===== config.mk =====
export PLATFORM = sky130hd
export DESIGN_NAME = flash_cfg_regs
export DESIGN_NICKNAME = d
export VERILOG_FILES = /design/src/rtl/flash_cfg_pkg.sv /design/src/rtl/flash_cfg_field.sv /design/src/rtl/flash_cfg_rdmux.sv /design/src/rtl/flash_cfg_regs.sv
export SDC_FILE = /design/constraint.sdc
export NUM_CORES = 1
export LEC_CHECK = 0
export ABC_AREA = 1
export BUFFER_PORTS_ARGS = -buffer_cell sky130_fd_sc_hd__buf_2
export CAP_MARGIN = 40
export CORE_MARGIN = 4
export CORE_UTILIZATION = 30
export CTS_CLUSTER_SIZE = 12
export DETAILED_ROUTE_END_ITERATION = 8
export HOLD_SLACK_MARGIN = 0.06
export PLACE_DENSITY_LB_ADDON = 0.3
export SLEW_MARGIN = 10
export SYNTH_ARGS = -nofsm -noshare
export SYNTH_HDL_FRONTEND = slang
export SYNTH_SLANG_ARGS = --single-unit

===== constraint.sdc =====
create_clock -name clk -period 1.82 [get_ports clk]
set_clock_uncertainty 0.2 [all_clocks]
set_input_delay 0.091 -clock clk [delete_from_list [all_inputs] [get_ports clk]]
set_output_delay 0.091 -clock clk [all_outputs]
set_load 0.01 [all_outputs]

===== src/rtl/flash_cfg_pkg.sv =====
package flash_cfg_pkg;
  localparam int WORD_W    = 32;
  localparam int WS_W      = 4;
  localparam int TRIM_HI_W = 28;
  localparam int TRIM_LO_W = 32;
  localparam int TRIM_W    = TRIM_HI_W + TRIM_LO_W;
  localparam int NUM_BANKS = 2;
  localparam int REGION_W  = 3;
  localparam int MAP_W     = 8;

  // word indices
  localparam logic [MAP_W-1:0] A_ID    = 8'd0;
  localparam logic [MAP_W-1:0] A_WS1   = 8'd1;
  localparam logic [MAP_W-1:0] A_WS2   = 8'd2;
  localparam logic [MAP_W-1:0] A_PUMP  = 8'd3;
  localparam logic [MAP_W-1:0] A_TRIM  = 8'd4;  // bank b: high at 4+2b, low at 5+2b
  localparam logic [MAP_W-1:0] A_BLOCK = 8'd8;
  localparam logic [MAP_W-1:0] A_CFG   = 8'd9;
  localparam logic [MAP_W-1:0] A_BANK  = 8'd10;

  localparam logic [WORD_W-1:0] PUMP_RST = 32'h131A_0000;

  // config word bit positions
  localparam int CFG_LOCK   = 0;
  localparam int CFG_TRIMV  = 1;
  localparam int CFG_TEST   = 2;
  localparam int CFG_ROMDIS = 3;
  localparam int CFG_SPLIT  = 4;
  localparam int CFG_REGION = 8;

  // bank control word bit positions
  localparam int BK_SWAP  = 0;
  localparam int BK_SLOCK = 31;
endpackage


===== src/rtl/flash_cfg_field.sv =====
module flash_cfg_field #(
  parameter int           W   = 4,
  parameter logic [W-1:0] RST = '0
) (
  input  logic         clk,
  input  logic         rst_n,
  input  logic         en,
  input  logic [W-1:0] d,
  output logic [W-1:0] q
);
  logic [W-1:0] q_nx;

  always_comb begin
    q_nx = q;
    if (en) q_nx = d;
  end

  always_ff @(posedge clk or negedge rst_n) begin
    if (!rst_n) q <= RST;
    else        q <= q_nx;
  end
endmodule


===== src/rtl/flash_cfg_rdmux.sv =====
module flash_cfg_rdmux
  import flash_cfg_pkg::*;
#(
  parameter int               ADDR_W  = 8,
  parameter logic [WORD_W-1:0] ID_WORD = 32'hA51C_0100
) (
  input  logic [ADDR_W-1:0]                  addr,
  input  logic [WS_W-1:0]                    ws_single,
  input  logic [WS_W-1:0]                    ws_double,
  input  logic [WORD_W-1:0]                  pump_trim,
  input  logic [NUM_BANKS-1:0][TRIM_W-1:0]   bank_trim,
  input  logic                               flash_blocked,
  input  logic [WORD_W-1:0]                  cfg_word,
  input  logic [WORD_W-1:0]                  bank_word,
  output logic [WORD_W-1:0]                  rdata
);
  always_comb begin
    rdata = '0;
    if (addr == ADDR_W'(A_ID))    rdata = ID_WORD;
    if (addr == ADDR_W'(A_WS1))   rdata = WORD_W'(ws_single);
    if (addr == ADDR_W'(A_WS2))   rdata = WORD_W'(ws_double);
    if (addr == ADDR_W'(A_PUMP))  rdata = pump_trim;
    if (addr == ADDR_W'(A_BLOCK)) rdata = WORD_W'(flash_blocked);
    if (addr == ADDR_W'(A_CFG))   rdata = cfg_word;
    if (addr == ADDR_W'(A_BANK))  rdata = bank_word;
    for (int b = 0; b < NUM_BANKS; b++) begin
      if (addr == ADDR_W'(A_TRIM + MAP_W'(2 * b)))
        rdata = WORD_W'(bank_trim[b][TRIM_W-1:TRIM_LO_W]);
      if (addr == ADDR_W'(A_TRIM + MAP_W'(2 * b + 1)))
        rdata = bank_trim[b][TRIM_LO_W-1:0];
    end
  end
endmodule


===== src/rtl/flash_cfg_regs.sv =====
module flash_cfg_regs
  import flash_cfg_pkg::*;
#(
  parameter int                ADDR_W  = 8,
  parameter logic [WORD_W-1:0] ID_WORD = 32'hA51C_0100
) (
  input  logic                             clk,
  input  logic                             rst_n,
  input  logic [ADDR_W-1:0]                addr,
  input  logic                             we,
  input  logic [WORD_W-1:0]                wdata,
  output logic [WORD_W-1:0]                rdata,
  output logic [WS_W-1:0]                  ws_single,
  output logic [WS_W-1:0]                  ws_double,
  output logic [WORD_W-1:0]                pump_trim,
  output logic [NUM_BANKS-1:0][TRIM_W-1:0] bank_trim,
  output logic                             flash_blocked,
  output logic [REGION_W-1:0]              region_size,
  output logic                             split_mode,
  output logic                             rom_rdprot_dis,
  output logic                             test_mode,
  output logic                             trim_valid,
  output logic                             cfg_lock,
  output logic                             swap_lock,
  output logic                             swap,
  output logic                             swap_eff
);
  // write strobes; protected ones are gated by the lock value before the write
  logic wr_ws1, wr_ws2, wr_pump, wr_block, wr_cfg, wr_bank;
  logic [WORD_W-1:0] cfg_word, bank_word;

  assign wr_ws1   = we && (addr == ADDR_W'(A_WS1))   && cfg_lock;
  assign wr_ws2   = we && (addr == ADDR_W'(A_WS2))   && cfg_lock;
  assign wr_pump  = we && (addr == ADDR_W'(A_PUMP))  && cfg_lock;
  assign wr_block = we && (addr == ADDR_W'(A_BLOCK)) && cfg_lock;
  assign wr_cfg   = we && (addr == ADDR_W'(A_CFG))   && cfg_lock;
  assign wr_bank  = we && (addr == ADDR_W'(A_BANK));

  flash_cfg_field #(.W(WS_W), .RST({WS_W{1'b1}})) u_ws1 (
    .clk(clk), .rst_n(rst_n), .en(wr_ws1), .d(wdata[WS_W-1:0]), .q(ws_single));
  flash_cfg_field #(.W(WS_W), .RST({WS_W{1'b1}})) u_ws2 (
    .clk(clk), .rst_n(rst_n), .en(wr_ws2), .d(wdata[WS_W-1:0]), .q(ws_double));
  flash_cfg_field #(.W(WORD_W), .RST(PUMP_RST)) u_pump (
    .clk(clk), .rst_n(rst_n), .en(wr_pump), .d(wdata), .q(pump_trim));

  for (genvar b = 0; b < NUM_BANKS; b++) begin : g_bank
    localparam logic [MAP_W-1:0] HI_A = A_TRIM + MAP_W'(2 * b);
    localparam logic [MAP_W-1:0] LO_A = A_TRIM + MAP_W'(2 * b + 1);
    logic wr_hi, wr_lo;
    assign wr_hi = we && (addr == ADDR_W'(HI_A)) && cfg_lock;
    assign wr_lo = we && (addr == ADDR_W'(LO_A)) && cfg_lock;
    flash_cfg_field #(.W(TRIM_HI_W), .RST('0)) u_hi (
      .clk(clk), .rst_n(rst_n), .en(wr_hi), .d(wdata[TRIM_HI_W-1:0]),
      .q(bank_trim[b][TRIM_W-1:TRIM_LO_W]));
    flash_cfg_field #(.W(TRIM_LO_W), .RST('0)) u_lo (
      .clk(clk), .rst_n(rst_n), .en(wr_lo), .d(wdata[TRIM_LO_W-1:0]),
      .q(bank_trim[b][TRIM_LO_W-1:0]));
  end

  flash_cfg_field #(.W(REGION_W), .RST(3'd3)) u_region (
    .clk(clk), .rst_n(rst_n), .en(wr_cfg),
    .d(wdata[CFG_REGION+REGION_W-1:CFG_REGION]), .q(region_size));
  flash_cfg_field #(.W(4), .RST(4'b0100)) u_modes (
    .clk(clk), .rst_n(rst_n), .en(wr_cfg),
    .d({wdata[CFG_SPLIT], wdata[CFG_ROMDIS], wdata[CFG_TEST], wdata[CFG_TRIMV]}),
    .q({split_mode, rom_rdprot_dis, test_mode, trim_valid}));

  // one-way bits
  logic lock_nx, block_nx, slock_nx, swap_nx;

  always_comb begin
    lock_nx  = cfg_lock;
    block_nx = flash_blocked;
    slock_nx = swap_lock;
    swap_nx  = swap;
    if (wr_cfg && !wdata[CFG_LOCK]) lock_nx  = 1'b0;
    if (wr_block && wdata[0])       block_nx = 1'b1;
    if (wr_bank && wdata[BK_SLOCK]) slock_nx = 1'b1;
    if (wr_bank && !swap_lock)      swap_nx  = wdata[BK_SWAP];
  end

  always_ff @(posedge clk or negedge rst_n) begin
    if (!rst_n) begin
      cfg_lock      <= 1'b1;
      flash_blocked <= 1'b0;
      swap_lock     <= 1'b0;
      swap          <= 1'b0;
    end else begin
      cfg_lock      <= lock_nx;
      flash_blocked <= block_nx;
      swap_lock     <= slock_nx;
      swap          <= swap_nx;
    end
  end

  assign swap_eff = swap & split_mode;

  always_comb begin
    cfg_word = '0;
    cfg_word[CFG_REGION+REGION_W-1:CFG_REGION] = region_size;
    cfg_word[CFG_SPLIT]  = split_mode;
    cfg_word[CFG_ROMDIS] = rom_rdprot_dis;
    cfg_word[CFG_TEST]   = test_mode;
    cfg_word[CFG_TRIMV]  = trim_valid;
    cfg_word[CFG_LOCK]   = cfg_lock;
    bank_word = '0;
    bank_word[BK_SLOCK] = swap_lock;
    bank_word[BK_SWAP]  = swap;
  end

  flash_cfg_rdmux #(.ADDR_W(ADDR_W), .ID_WORD(ID_WORD)) u_rdmux (
    .addr(addr), .ws_single(ws_single), .ws_double(ws_double),
    .pump_trim(pump_trim), .bank_trim(bank_trim), .flash_blocked(flash_blocked),
    .cfg_word(cfg_word), .bank_word(bank_word), .rdata(rdata));

  // checks
  assert_lock_sticky_R1: assert property (@(posedge clk) disable iff (!rst_n)
    !cfg_lock |=> !cfg_lock);

  assert_locked_frozen_R2: assert property (@(posedge clk) disable iff (!rst_n)
    !cfg_lock |=> ($stable(ws_single) && $stable(ws_double) && $stable(pump_trim)
                   && $stable(bank_trim) && $stable(region_size) && $stable(split_mode)
                   && $stable(rom_rdprot_dis) && $stable(test_mode)
                   && $stable(trim_valid) && $stable(flash_blocked)));

  assert_block_sticky_R4: assert property (@(posedge clk) disable iff (!rst_n)
    flash_blocked |=> flash_blocked);

  assert_swaplock_sticky_R5: assert property (@(posedge clk) disable iff (!rst_n)
    swap_lock |=> swap_lock);

  assert_swap_frozen_R5: assert property (@(posedge clk) disable iff (!rst_n)
    swap_lock |=> $stable(swap));

  assert_trim_rsvd_zero_R8: assert property (@(posedge clk) disable iff (!rst_n)
    (addr == ADDR_W'(A_TRIM)) |-> (rdata[WORD_W-1:TRIM_HI_W] == '0));
endmodule


==> run summary <==
Yosys reg bits - 171
Max-cap violations - 0
Slew Limit Fails - 0
Syn_area_per_cell - 8.57 um^2
Pint - 0.00586 W
GRT Total Usage - 19.5%
Net switching power figure - 0.00183 W
Floorplan core area - 25200 um^2
DR WL/cell - 17.7 um
Register area share after synthesis - 55.9%
Cell mode on critical path - nand2_2
Post-Route WL - 27500 um
Period Utilization, post-route - 96.5%
Largest area contributor in the netlist - dfrtp_1
Post-DRT Antenna Nets - 0
Crit path DAT - 1.46 ns
Initial core utilization - 30.6%
Peak VDD IR - 0.000465 V
Min Tclk post-route - 1.76 ns
Hpwl dp - 19400 um
Clock buffer count from CTS - 17
Tot Pwr - 0.00770 W
Initial DRC Count - 512
Vias in the first global route - 7337
Critical path required time - 1.53 ns
Mapped Cells - 898
Later-pin clock latency in the skew report - 0.42 ns
Element type at the critical path end - output port
FMAX - 570 MHz
Final nets - 1257
# diodes - 0
Vias after detailed routing - 7306
Total negative slack - 0 ns
Area grow syn2layout - 40.2%
Max FO, Critical Path - 3
Standard-cell rows - 58
Buf+Inv Stages, Crit Path - 2
Outcome - finished clean
Comb pwr share - 4.5%
Port Buffers - 246
Placed Cells - 1481
Die H - 168 um
Share of post-route cells with drive strength above 1 - 34.0%
Root Buffer - clkbuf_16
Initial antenna violation count - 0
GPL Wtd Cong - 0.853
Vias per inst - 4.69
Clk pwr share - 46.1%
RSZ-0062 raised after global routing - true
Synth top area cells - dfrtp_1 50%, nand2_1 16%, dfstp_2 6.1%
Filler Cells Inserted - 2539
Total grt overflow - 0
Crit path max-delay family - flip-flops
First-pass detailed-route iteration total - 5
Slowest CP cell - dfstp_2
DIE WIDTH - 168 um
Leak - 5.87 nW
Fin util - 42.8%
Die area - 28300 um^2
Post-placement cell area - 9680 um^2
Least-Margin Pin Slew - 0.335 ns
Rel. slew slack - 77.5%
CP cell instances - nand2_2 > nand2_2 > inv_2 > nand4_1 > nand2_1 > nand2_2 > buf_6
Switch share - 23.8%
CTS tree - yes
Post-synth cell types - 30
Final hold vios - 0
Hold crit path type - input port to flop
Top-area cell type share of the netlist area - 49.8%
Register clock-pin slew on the reported worst setup and hold paths - 0.07 ns
Largest net degree at the start of global routing - 52
Critical setup path kind - flop to output port
Final setup fails - 0
Seq pwr share - 49.4%
# DRC - 0
H-tree levels - 4
Boundary Pins - 247
Warnings from Yosys - 0
Startpoint types - flop
Pwr dens - 714 nW/um^2
Max Root-Sink Buffers - 2
First-pass GRT wire length - 42900 um
Post-Syn Nets - 941
Synth Cell Area - 7690 um^2
Design area - 10800 um^2
Worst stage delay on the critical path - 0.56 ns
Non-Filler Instances - 1557
CTS sink cnt - 171
registers in the layout (all words and copies together) (netlist names), 3 cells and up:
register	cells
g_bank.u_hi.q	56
u_pump.q	32
u_modes.q	4
u_region.q	3
u_ws1.q	4
g_bank.u_lo.q	64
u_ws2.q	4
cell usage in the layout (no fill, tap or decap), types with 20 or more instances in the layout:
master           n
o21ai_2         20
buf_12          20
buf_2          244
o21ai_1         75
buf_4           33
dlygate4sd3_1   37
nand3_1         39
o21ai_0         85
inv_1           49
dfrtp_1        153
nand2_1        329
logic make-up after synthesis:
kind of cell           count (synthesis)  share of synthesized area, %
AO/OA/AOI/OAI                        208                          14.7
buffers and inverters                102                          6.68
flip-flops                           171                          55.9
AND/OR/NAND/NOR                      417                          22.7
final cells by class:
type	instances	area, um^2	share of cell area [%]
Clock buffer	19	443	4.11
Clock inverter	13	115	1.07
Inverter	60	240	2.23
Multi-Input combinational cell	625	2980	27.6
Sequential cell	171	4300	39.9
Tap cell	330	413	3.83
Timing Repair Buffer	339	2300	21.3
worst paths after layout:
check | depth (start not counted) | slack [ns] | end | startpoint
setup reg to reg | 7 | 0.12 | g_bank[0].u_lo.q[8]$_DFFE_PN0P_ | cfg_lock$_DFFE_PN1P_
min in group asynchronous | 2 | 0.10 | u_ws1.q[3]$_DFFE_PN1P_ | rst_n
hold / removal | 6 | 0.09 | u_ws1.q[2]$_DFFE_PN1P_ | addr[1]
setup / recovery | 7 | 0.06 | rdata[1] | u_ws2.q[1]$_DFFE_PN1P_
hold reg to reg | 2 | 0.28 | u_pump.q[24]$_DFFE_PN1P_ | u_pump.q[24]$_DFFE_PN1P_
max in group asynchronous | 3 | 0.94 | u_region.q[1]$_DFFE_PN1P_ | rst_n
cells in the mapped netlist, drive strengths merged:
| master | number |
|---|---|
| nand2 | 344 |
| o21ai | 180 |
| dfrtp | 153 |
| inv | 59 |
| nand3 | 45 |
| buf | 40 |
| a21oi | 21 |
| dfstp | 18 |
| nor2 | 15 |
| nand4 | 7 |
| nor3 | 5 |
| o211ai | 5 |
| clkbuf | 2 |
| a22o | 1 |
| clkinv | 1 |
| o31ai | 1 |
| or2 | 1 |
through the flow:
step | hold slack, ns | setup slack (ns)
CTS | 0.0955 | 0.00315
detailed placement | -0.166 | 0.0360
global route | 0.118 | -0.0337
global placement | -0.165 | 0.0334
finish | 0.0889 | 0.0644
floorplan | -0.405 | 0.135
per-layer routing:
metal  track usage (%)  wire (um)
met5                 0          0
met1              25.3      11900
met4              4.09        341
met3              5.85       2060
met2              32.5      13200
power by group through the flow:
| stage | Combinational [W] | Clock (W) | Sequential (W) |
|---|---|---|---|
| after floorplan | 0.0000789 | 0 | 0.00387 |
| after global placement | 0.000275 | 0 | 0.00387 |
| after detailed placement | 0.000275 | 0 | 0.00387 |
| after CTS | 0.000340 | 0.00365 | 0.00380 |
| after global routing | 0.000391 | 0.00382 | 0.00380 |
| final | 0.000349 | 0.00355 | 0.00380 |
tightest hold or removal path, delay by kind of cell:
family          cells  cell delay [ns]
compound gates      1             0.11
buf+inv             2             0.16
simple gates        3             0.34
repair_timing:
action / CTS / global route
hold endpoints to repair: 340 / 0
endpoints found under the setup margin: 0 / 30
buffers inserted: 0 / 6
hold buffers: 38 / 0
resized for setup: 0 / 36
(Power assumes the default switching activity.)
